--- config.mk ---
export PLATFORM = sky130hd
export DESIGN_NAME = unified_wt_cache
export DESIGN_NICKNAME = d
export VERILOG_FILES = /design/src/rtl/ucache_pkg.sv /design/src/rtl/ucache_lines.sv /design/src/rtl/ucache_ctrl.sv /design/src/rtl/ucache_stats.sv /design/src/rtl/unified_wt_cache.sv
export SDC_FILE = /design/constraint.sdc
export NUM_CORES = 2
export LEC_CHECK = 0
export BUFFER_PORTS_ARGS = -buffer_cell sky130_fd_sc_hd__buf_2
export CORE_MARGIN = 2
export CORE_UTILIZATION = 50
export DETAILED_ROUTE_END_ITERATION = 8
export PLACE_DENSITY = 0.66
export SKIP_LAST_GASP = 1
export SLEW_MARGIN = 10
export SYNTH_ARGS = -nofsm -noshare
export SYNTH_HDL_FRONTEND = slang
export SYNTH_SLANG_ARGS = --single-unit
--- constraint.sdc ---
create_clock -name clk -period 8.8 [get_ports clk]
set_clock_uncertainty 0.15 [all_clocks]
set_input_delay 2.64 -clock clk [delete_from_list [all_inputs] [get_ports clk]]
set_output_delay 2.64 -clock clk [all_outputs]
set_load 0.03 [all_outputs]
--- src/rtl/ucache_pkg.sv ---
package ucache_pkg;
  typedef enum logic [1:0] {
    KIND_FETCH = 2'd0,
    KIND_LOAD  = 2'd1,
    KIND_STORE = 2'd2
  } acc_kind_t;

  typedef enum logic [2:0] {
    CS_IDLE  = 3'd0,
    CS_FILL  = 3'd1,
    CS_RESP  = 3'd2,
    CS_WRITE = 3'd3,
    CS_PASS  = 3'd4
  } ctl_state_t;

  localparam int unsigned WORDS_PER_LINE = 4;
  localparam int unsigned OFFSET_BITS    = 4;
endpackage

--- src/rtl/ucache_lines.sv ---
module ucache_lines #(
  parameter int unsigned LINES    = 16,
  parameter int unsigned IDX_BITS = 4,
  parameter int unsigned IDX_W    = 4,
  parameter int unsigned TAG_W    = 24
) (
  input  logic             clk,
  input  logic             rst_n,
  input  logic [IDX_W-1:0] idx,
  input  logic [1:0]       word,
  input  logic [TAG_W-1:0] look_tag,
  output logic             hit,
  output logic [31:0]      rd_data,
  input  logic             wr_en,
  input  logic [1:0]       wr_word,
  input  logic [31:0]      wr_data,
  input  logic             tag_we
);
  localparam int unsigned SEL_W = IDX_W + 2;

  logic [LINES-1:0] valid_q;
  logic [LINES-1:0] valid_d;
  logic [TAG_W-1:0] tag_q  [LINES];
  logic [31:0]      data_q [LINES*4];
  logic [SEL_W-1:0] rd_sel;
  logic [SEL_W-1:0] wr_sel;

  assign rd_sel  = {idx, word};
  assign wr_sel  = {idx, wr_word};
  assign hit     = valid_q[idx] && (tag_q[idx] == look_tag);
  assign rd_data = data_q[rd_sel];

  always_comb begin
    valid_d = valid_q;
    if (tag_we) valid_d[idx] = 1'b1;
  end

  always_ff @(posedge clk or negedge rst_n) begin
    if (!rst_n) valid_q <= '0;
    else        valid_q <= valid_d;
  end

  always_ff @(posedge clk) begin
    if (tag_we) tag_q[idx] <= look_tag;
  end

  always_ff @(posedge clk) begin
    if (wr_en) data_q[wr_sel] <= wr_data;
  end

  // a completed line install must make the line present on the next cycle
  AST_INSTALL_VISIBLE: assert property (@(posedge clk) disable iff (!rst_n)
    tag_we |=> valid_q[$past(idx)]);
endmodule

--- src/rtl/ucache_ctrl.sv ---
module ucache_ctrl
  import ucache_pkg::*;
#(
  parameter bit ENABLED = 1'b1
) (
  input  logic       clk,
  input  logic       rst_n,
  input  logic       cpu_req,
  input  logic       cpu_we,
  input  logic       hit,
  input  logic       mem_ack,
  output logic       cpu_ready,
  output logic       rdata_from_mem,
  output logic       mem_req,
  output logic       mem_we,
  output logic       use_line_addr,
  output logic [1:0] fill_word,
  output logic       arr_we,
  output logic       arr_fill,
  output logic       tag_we,
  output logic       hit_pulse
);
  ctl_state_t st_q, st_d;
  logic [1:0] cnt_q, cnt_d;

  assign fill_word = cnt_q;

  always_comb begin
    st_d           = st_q;
    cnt_d          = cnt_q;
    cpu_ready      = 1'b0;
    rdata_from_mem = 1'b0;
    mem_req        = 1'b0;
    mem_we         = 1'b0;
    use_line_addr  = 1'b0;
    arr_we         = 1'b0;
    arr_fill       = 1'b0;
    tag_we         = 1'b0;
    hit_pulse      = 1'b0;
    unique case (st_q)
      CS_IDLE: begin
        if (cpu_req) begin
          if (cpu_we) begin
            st_d = CS_WRITE;
          end else if (ENABLED && hit) begin
            cpu_ready = 1'b1;
            hit_pulse = 1'b1;
          end else if (ENABLED) begin
            st_d  = CS_FILL;
            cnt_d = 2'd0;
          end else begin
            st_d = CS_PASS;
          end
        end
      end
      CS_FILL: begin
        mem_req       = 1'b1;
        use_line_addr = 1'b1;
        if (mem_ack) begin
          arr_we   = 1'b1;
          arr_fill = 1'b1;
          cnt_d    = cnt_q + 2'd1;
          if (cnt_q == 2'd3) begin
            tag_we = 1'b1;
            st_d   = CS_RESP;
          end
        end
      end
      CS_RESP: begin
        cpu_ready = 1'b1;
        st_d      = CS_IDLE;
      end
      CS_WRITE: begin
        mem_req = 1'b1;
        mem_we  = 1'b1;
        if (mem_ack) begin
          cpu_ready = 1'b1;
          st_d      = CS_IDLE;
          if (ENABLED && hit) begin
            arr_we    = 1'b1;
            hit_pulse = 1'b1;
          end
        end
      end
      CS_PASS: begin
        mem_req = 1'b1;
        if (mem_ack) begin
          cpu_ready      = 1'b1;
          rdata_from_mem = 1'b1;
          st_d           = CS_IDLE;
        end
      end
      default: st_d = CS_IDLE;
    endcase
  end

  always_ff @(posedge clk or negedge rst_n) begin
    if (!rst_n) begin
      st_q  <= CS_IDLE;
      cnt_q <= 2'd0;
    end else begin
      st_q  <= st_d;
      cnt_q <= cnt_d;
    end
  end

  AST_FILL_ASCENDS: assert property (@(posedge clk) disable iff (!rst_n)
    (st_q == CS_FILL && mem_ack && cnt_q != 2'd3) |=> (st_q == CS_FILL && cnt_q == $past(cnt_q) + 2'd1));
  AST_HIT_NO_MEM: assert property (@(posedge clk) disable iff (!rst_n)
    (st_q == CS_IDLE && cpu_req && !cpu_we && hit) |-> !mem_req);
  AST_STORE_THROUGH: assert property (@(posedge clk) disable iff (!rst_n)
    (cpu_ready && cpu_we) |-> (mem_ack && mem_we));
  AST_BYPASS_NO_HIT: assert property (@(posedge clk) disable iff (!rst_n)
    !ENABLED |-> !hit_pulse);
endmodule

--- src/rtl/ucache_stats.sv ---
module ucache_stats #(
  parameter int unsigned CNT_W = 32
) (
  input  logic             clk,
  input  logic             rst_n,
  input  logic             hit_pulse,
  input  logic [1:0]       kind,
  output logic [CNT_W-1:0] cnt_fetch,
  output logic [CNT_W-1:0] cnt_load,
  output logic [CNT_W-1:0] cnt_store
);
  logic [CNT_W-1:0] fetch_d, load_d, store_d;
  logic             en_fetch, en_load, en_store;

  assign en_fetch = hit_pulse && (kind == 2'd0);
  assign en_load  = hit_pulse && (kind == 2'd1);
  assign en_store = hit_pulse && (kind == 2'd2);

  always_comb begin
    fetch_d = cnt_fetch;
    load_d  = cnt_load;
    store_d = cnt_store;
    if (en_fetch) fetch_d = cnt_fetch + 1'b1;
    if (en_load)  load_d  = cnt_load + 1'b1;
    if (en_store) store_d = cnt_store + 1'b1;
  end

  always_ff @(posedge clk or negedge rst_n) begin
    if (!rst_n) begin
      cnt_fetch <= '0;
      cnt_load  <= '0;
      cnt_store <= '0;
    end else begin
      cnt_fetch <= fetch_d;
      cnt_load  <= load_d;
      cnt_store <= store_d;
    end
  end

  AST_FETCH_QUIET: assert property (@(posedge clk) disable iff (!rst_n)
    !(hit_pulse && kind == 2'd0) |=> $stable(cnt_fetch));
  AST_LOAD_QUIET: assert property (@(posedge clk) disable iff (!rst_n)
    !(hit_pulse && kind == 2'd1) |=> $stable(cnt_load));
  AST_STORE_QUIET: assert property (@(posedge clk) disable iff (!rst_n)
    !(hit_pulse && kind == 2'd2) |=> $stable(cnt_store));
endmodule

--- src/rtl/unified_wt_cache.sv ---
module unified_wt_cache #(
  parameter int unsigned CACHE_BYTES = 256,
  parameter int unsigned CNT_W       = 32
) (
  input  logic             clk,
  input  logic             rst_n,
  input  logic             cpu_req,
  input  logic [31:0]      cpu_addr,
  input  logic             cpu_we,
  input  logic [31:0]      cpu_wdata,
  input  logic [1:0]       cpu_kind,
  output logic [31:0]      cpu_rdata,
  output logic             cpu_ready,
  output logic             mem_req,
  output logic             mem_we,
  output logic [31:0]      mem_addr,
  output logic [31:0]      mem_wdata,
  input  logic             mem_ack,
  input  logic [31:0]      mem_rdata,
  output logic [5:0]       tag_bits,
  output logic [CNT_W-1:0] hits_fetch,
  output logic [CNT_W-1:0] hits_load,
  output logic [CNT_W-1:0] hits_store
);
  localparam int unsigned LINES    = CACHE_BYTES / 16;
  localparam bit          ENABLED  = (LINES > 0);
  localparam int unsigned IDX_BITS = (LINES > 1) ? $clog2(LINES) : 0;
  localparam int unsigned IDX_W    = (IDX_BITS > 0) ? IDX_BITS : 1;
  localparam int unsigned TAG_W    = 28 - IDX_BITS;

  logic [IDX_W-1:0] idx;
  logic [TAG_W-1:0] req_tag;
  logic [1:0]       word;
  logic             hit;
  logic [31:0]      arr_rdata;
  logic             rdata_from_mem, use_line_addr, arr_we, arr_fill, tag_we, hit_pulse;
  logic [1:0]       fill_word;
  logic [1:0]       wr_word;
  logic [31:0]      wr_data;

  assign word    = cpu_addr[3:2];
  assign req_tag = cpu_addr[31 -: TAG_W];
  assign wr_word = arr_fill ? fill_word : word;
  assign wr_data = arr_fill ? mem_rdata : cpu_wdata;

  generate
    if (IDX_BITS > 0) begin : g_idx
      assign idx = cpu_addr[4 +: IDX_BITS];
    end else begin : g_noidx
      assign idx = '0;
    end

    if (ENABLED) begin : g_cache
      ucache_lines #(
        .LINES(LINES), .IDX_BITS(IDX_BITS), .IDX_W(IDX_W), .TAG_W(TAG_W)
      ) i_lines (
        .clk(clk), .rst_n(rst_n), .idx(idx), .word(word), .look_tag(req_tag),
        .hit(hit), .rd_data(arr_rdata), .wr_en(arr_we), .wr_word(wr_word),
        .wr_data(wr_data), .tag_we(tag_we)
      );
      assign tag_bits = 6'(TAG_W);
    end else begin : g_bypass
      assign hit       = 1'b0;
      assign arr_rdata = '0;
      assign tag_bits  = 6'd0;
    end
  endgenerate

  ucache_ctrl #(.ENABLED(ENABLED)) i_ctrl (
    .clk(clk), .rst_n(rst_n), .cpu_req(cpu_req), .cpu_we(cpu_we), .hit(hit),
    .mem_ack(mem_ack), .cpu_ready(cpu_ready), .rdata_from_mem(rdata_from_mem),
    .mem_req(mem_req), .mem_we(mem_we), .use_line_addr(use_line_addr),
    .fill_word(fill_word), .arr_we(arr_we), .arr_fill(arr_fill),
    .tag_we(tag_we), .hit_pulse(hit_pulse)
  );

  ucache_stats #(.CNT_W(CNT_W)) i_stats (
    .clk(clk), .rst_n(rst_n), .hit_pulse(hit_pulse), .kind(cpu_kind),
    .cnt_fetch(hits_fetch), .cnt_load(hits_load), .cnt_store(hits_store)
  );

  assign mem_addr  = use_line_addr ? {cpu_addr[31:4], fill_word, 2'b00}
                                   : {cpu_addr[31:2], 2'b00};
  assign mem_wdata = cpu_wdata;
  assign cpu_rdata = rdata_from_mem ? mem_rdata : arr_rdata;

  AST_STORE_NO_ALLOC: assert property (@(posedge clk) disable iff (!rst_n)
    (cpu_ready && cpu_we && !hit) |=> ($stable(cpu_addr) -> !hit));
  AST_FILL_THEN_HIT: assert property (@(posedge clk) disable iff (!rst_n)
    (tag_we && cpu_req) |=> ($stable(cpu_addr) -> hit));
endmodule

# After elaboration in Yosys (flattened, before gate mapping)
# Memory sizes are Yosys's and may differ from the RTL's.
# Index checks and enable logic that the tools add are counted.
dict set report totals {
  reg_bits 117
  latch_bits 0
  mem_bits_rw 2432
  romBits 0
  input_bits 103
  out_inout_bits 201
  elab_cells 82
  mem_count 2
}
# memory words word_bits rd rd_clocked_by_memory_dff write_ports line_no
set mem_list {}
lappend mem_list {g_cache.i_lines.data_q 64 32 1 0 1 ucache_lines.sv:24} ;# logic [31:0] data_q [LINES*4];
lappend mem_list {g_cache.i_lines.tag_q 16 24 1 0 1 ucache_lines.sv:23} ;# logic [TAG_W-1:0] tag_q [LINES];
dict set report classes {
  n_addsub 4
  n_mul 0
  n_div 0
  order_cmp 2
  n_eq_ne 15
  shift 0
  n_mux 40
  bitwise_logic 1
  reduce_logical 12
}
# cell count
set ops {}
lappend ops {{adder 32 x 1 -> 32 bit, second input constant} 3}
lappend ops {{two-way mux 32 bit} 2}
lappend ops {{== test 24 bit} 1}
lappend ops {{two-way mux 1 bit} 19}
lappend ops {{two-way mux 3 bit} 6}
lappend ops {{OR 16 bit} 1}
lappend ops {{two-way mux 2 bit} 5}
lappend ops {{AND reduction 5 bit} 2}
lappend ops {{case mux 3 bit (3 select lines)} 1}
lappend ops {{inequality test 2 bit, second input constant} 4}
lappend ops {{== test 3 x 2 -> 1 bit, second input constant} 2}
lappend ops {{logical AND 1 bit} 5}
lappend ops {{less-than comparator 4 x 5 -> 1 bit, second input constant} 1}
lappend ops {{binary-select mux 1 bit (select 4 bit)} 1}
lappend ops {{demux 1 bit (select 4 bit)} 1}
lappend ops {{== test 2 bit, second input constant} 2}
lappend ops {{>= comparator 4 x 1 -> 1 bit, second input constant} 1}
lappend ops {{two-way mux 4 bit} 1}
lappend ops {{inequality test 2 x 1 -> 1 bit, second input constant} 2}
lappend ops {{case mux 1 bit (2 select lines)} 2}
lappend ops {{case mux 2 bit (2 select lines)} 1}
lappend ops {{== test 3 x 1 -> 1 bit, second input constant} 1}
lappend ops {{== test 3 bit, second input constant} 1}
lappend ops {{logical NOT 3 bit} 1}
lappend ops {{other kinds (8)} 8}

# Longest topological paths before layout
dict set report logic_depth {
  depth_word 8
  ltp_mapped 17
  depth_no_buf 9
}

# By module
# A second synthesis with hierarchy kept.
dict set report hier_totals {
  cells_unflattened 4301
  area_unflattened_um2 99988.4
}
# module n_inst cells_per_inst area_per_inst_um2 seq_area_each_um2
set modules_own_cells {}
lappend modules_own_cells {ucache_lines 1 3712 93430.9 73430.4}
lappend modules_own_cells {ucache_stats 1 402 4540.6 2402.3}
lappend modules_own_cells {unified_wt_cache 1 146 1625.3 0.0}
lappend modules_own_cells {ucache_ctrl 1 41 391.6 100.1}

# Least setup slack after synthesis
# Ideal clock, no wire load.
dict set report synth_timing {
  kind {in2out}
  from {input port cpu_addr[4]}
  to {output port cpu_ready}
  t_arrival_ns 6.107
  t_required_ns 6.010
  setup_slack_ns -0.097
  stages 13
  path_buffers 4
  path_cell_list {buf_6 > buf_6 > buf_2 > mux4_2 > mux2i_1 > xor2_1 > nand3_1 > nor4b_1 > o211ai_1 > nor3_1 > clkbuf_1 > nand3_1 > a21oi_1}
}
dict set report synth_via {
  elab_chain_cells 7
  elab_cells_between_ends 9
  classes_between {1 x eq/ne; 6 x mux; 1 x reduce/logical; 1 x memory}
}
# element line_no
set synth_rtl {}
lappend synth_rtl {{start, declared} unified_wt_cache.sv:8} ;# input logic [31:0] cpu_addr,
lappend synth_rtl {{memory read (16 x 24 bit) / binary-select mux 1 bit (select 4 bit) (equally long branches)} n/a}
lappend synth_rtl {{== test 24 bit / two-way mux 1 bit (equally long branches)} ucache_lines.sv:30} ;# assign hit = valid_q[idx] && (tag_q[idx] == look_tag);
lappend synth_rtl {{logical AND 1 bit (*)} ucache_lines.sv:30}
lappend synth_rtl {{two-way mux 1 bit (*)} ucache_ctrl.sv:45} ;# end else if (ENABLED && hit) begin
lappend synth_rtl {{two-way mux 1 bit (*)} ucache_ctrl.sv:43} ;# if (cpu_we) begin
lappend synth_rtl {{two-way mux 1 bit (*)} ucache_ctrl.sv:42} ;# if (cpu_req) begin
lappend synth_rtl {{case mux 1 bit (3 select lines) (*)} ucache_ctrl.sv:40} ;# unique case (st_q)
lappend synth_rtl {{end, declared} unified_wt_cache.sv:13} ;# output logic cpu_ready,
# Every way passes the cells marked *; elsewhere a longest branch is shown, timed or not. The select of a mux whose other input is x is not followed.

# Worst setup path after layout
dict set report layout_timing {
  from {input port cpu_addr[7]}
  to {output port cpu_rdata[16]}
}
dict set report layout_via {
  elab_chain_cells 2
}
# element line_no
set layout_rtl {}
lappend layout_rtl {{memory read (64 x 32 bit)} n/a}
lappend layout_rtl {{two-way mux 32 bit} unified_wt_cache.sv:85} ;# assign cpu_rdata = rdata_from_mem ? mem_rdata : arr_rdata;
lappend layout_rtl {{end, declared} unified_wt_cache.sv:12} ;# output logic [31:0] cpu_rdata,
# No other way between the ends.

==> flow_metrics.tcl <==
set metrics [dict create \
    outcome "finished clean" \
    cts.sinks 2548 \
    fmax_mhz 116 \
    p_int_uw 20800 \
    hp-class "reg -> reg" \
    switching_power_uw 5970 \
    num_rows 163 \
    grt_pass1_wl_um 375000 \
    place_congestion 0.818 \
    synth_top_area_share 0.733 \
    first_pass_iters 6 \
    syn2layout_area_growth_pct 15.6 \
    drive_above_1_share 0.330 \
    placed_area_um2 107000 \
    die_width_um 450 \
    min_period_ns 8.63 \
    rsz0062_at_grt "no" \
    synth_commonest_cells "2432 x edfxtp_1, 666 x mux4_2, 135 x nor2_1" \
    holdWs_ns 0.313 \
    yosys_warnings 0 \
    ys_ff_latch 2548 \
    worst_slew_pin_slew_ns 1.26 \
    start_kind "input pin" \
    comb_power_share 0.076 \
    fin_area_um2 115000 \
    clkPwrFrac 0.410 \
    p_seq_frac 0.514 \
    cts_max_path_buffers 4 \
    routed_wl_um 263000 \
    synthCells 4595 \
    routedWlPerCell_um 32.9 \
    crit_type "in -> out" \
    place_ws_ns -0.180 \
    switching_share 0.223 \
    antenna_found_initial 4 \
    port_buffers 293 \
    seqCellArea_um2 75900 \
    slew_headroom 0.157 \
    yosys_most_used_dff "edfxtp_1" \
    multi_input_area_um2 22900 \
    powerDensity_nw_per_um2 233 \
    synth_top_area_cell "edfxtp_1" \
    required_ns 6.01 \
    tritoncts "yes" \
    netlist_top_cells_area "edfxtp_1 73%, mux4_2 15%, dfrtp_1 2.9%" \
    slew_violations 0 \
    insertion_delay_ns 0.93 \
    finalSetupViolCount 0 \
    vias 50900 \
    grt_use_total 0.260 \
    leakagePower_uw 0.0378 \
    path_max_fanout 38 \
    syn-cell-area_um2 99600 \
    ant_nets 0 \
    path_clk_slew_ns 0.06 \
    gr-total-overflow 0 \
    drc 0 \
    viasPerCell 6.37 \
    critPathCaptureType "output pin" \
    cts-root-buf "clkbuf_16" \
    yosysSeqAreaShare 0.763 \
    fin_ws_ns 0.167 \
    fp.dieH_um 450 \
    maxCapViolCount 0 \
    synth_edf_count 2432 \
    core_area_um2 198000 \
    final_nets 5271 \
    async_flop_share 0.0455 \
    cts_hold_buf 0 \
    htreeDepth 5 \
    grt_max_degree 66 \
    hpwl_um 154000 \
    synth_cell_type_count 69 \
    vdd_drop_max_uv 221 \
    hold_viol_final 0 \
    first_iter_violations 6476 \
    ios 304 \
    fill_cells 14100 \
    rrSetupSlack_ns 3.74 \
    die_area_um2 203000 \
    syn_area_per_cell_um2 21.7 \
    worstPathArrival_ns 5.84 \
    cts_made_buffers 276 \
    grt_pass1_vias 50700 \
    yosysMostFrequentCell "edfxtp_1" \
    initial_utilization 0.504 \
    post-route-period-util 0.981 \
]
[cell families (layout without fill, tap and decap cells)]
family | after synthesis | count (layout) | synth area share
DFF | 2548 | 2548 | 0.763
muxes | 826 | 826 | 0.167
and+or+nand+nor | 509 | 509 | 0.0253
buffers and inverters | 325 | 1066 | 0.0158
AOI/OAI and AO/OA | 260 | 260 | 0.0178
xor gates and xnor gates | 116 | 116 | 0.0102
adders and majority gates | 9 | 9 | 0.00113
other | 2 | 12 | 0.0000754
[power groups by stage]
stage | Combinational, uW | Sequential (uW) | Clock (uW)
final | 2030 | 13800 | 11000
after global placement | 1950 | 14000 | 0
after CTS | 2010 | 13800 | 11100
after global routing | 2160 | 13800 | 11600
after detailed placement | 2010 | 14000 | 0
after floorplan | 1160 | 14000 | 0
[sequential cells by signal (all words and copies together), names as in the netlist]
name                     cells
i_ctrl.fill_word             2
i_stats.cnt_fetch           32
i_stats.cnt_store           32
i_stats.cnt_load            32
g_cache.i_lines.tag_q      384
g_cache.i_lines.valid_q     16
i_ctrl.st_q                  2
g_cache.i_lines.data_q    2048
[cell usage in the layout, fill, tap and decap left out, drive strengths merged, types with 32 or more instances in the layout]
cell,n
clkinv,90
buf,580
mux4,666
xor2,58
mux2,43
mux2i,117
nand2,109
nand4,34
a21oi,32
edfxtp,2432
nand3,68
xnor2,58
a22oi,68
dfrtp,116
o21ai,56
clkbuf,344
nor2,135
[worst max-delay path: stages]
cell      delay, ns
buf_6          0.30
buf_12         0.31
buf_4          0.39
or2_2          0.31
nor2_1         0.25
buf_4          0.25
a22oi_1        0.28
nand3_1        0.11
a211oi_1       0.39
o21ai_0        0.30
buf_2          0.25
[layout make-up]
class,instances,share of cell area
Sequential cell,2548,0.659
Multi-Input combinational cell,1728,0.199
Clock buffer,343,0.0634
Timing Repair Buffer,581,0.0396
Tap cell,2640,0.0287
Clock inverter,118,0.00941
Inverter,24,0.000793
Antenna cell,4,0.0000869
[per-stage QoR]
stage / util / setup TNS [ns] / total power [uW] / cells
after floorplan: - / 0 / 15200 / 4601
after global placement: 0.539 / -0.0730 / 16000 / 7516
after detailed placement: 0.539 / -0.180 / 16100 / 7516
after CTS: 0.582 / 0 / 26900 / 7977
after global routing: 0.583 / 0 / 27500 / 7982
final: 0.583 / 0 / 26800 / 7986
[what timing repair did]
| action | CTS | global route |
|---|---|---|
| setup buffers | 0 | 0 |
| setup endpoints to repair | 1 | 1 |
| gates cloned | 0 | 1 |
| gates resized for setup | 1 | 8 |
| pin swaps | 0 | 0 |
[per-layer routing]
layer	wire, um	global-route usage
met1	102000	0.367
met2	127000	0.415
met3	26000	0.0517
met4	7590	0.0762
met5	0	0
[final timing paths]
| path | to | from | cells past startpoint |
|---|---|---|---|
| hold reg to reg | g_cache.i_lines.valid_q[2] | g_cache.i_lines.valid_q[2] | 1 |
| min in group asynchronous | i_stats.cnt_fetch[23] | rst_n | 1 |
| hold / removal | g_cache.i_lines.valid_q[2] | g_cache.i_lines.valid_q[2] | 1 |
| max in group asynchronous | i_stats.cnt_store[30] | rst_n | 2 |
| setup reg to reg | g_cache.i_lines.data_q[35][16] | g_cache.i_lines.tag_q[9][20] | 11 |
| setup / recovery | cpu_rdata[16] | cpu_addr[7] | 11 |
No activity file was read; power rests on OpenSTA's default activity.
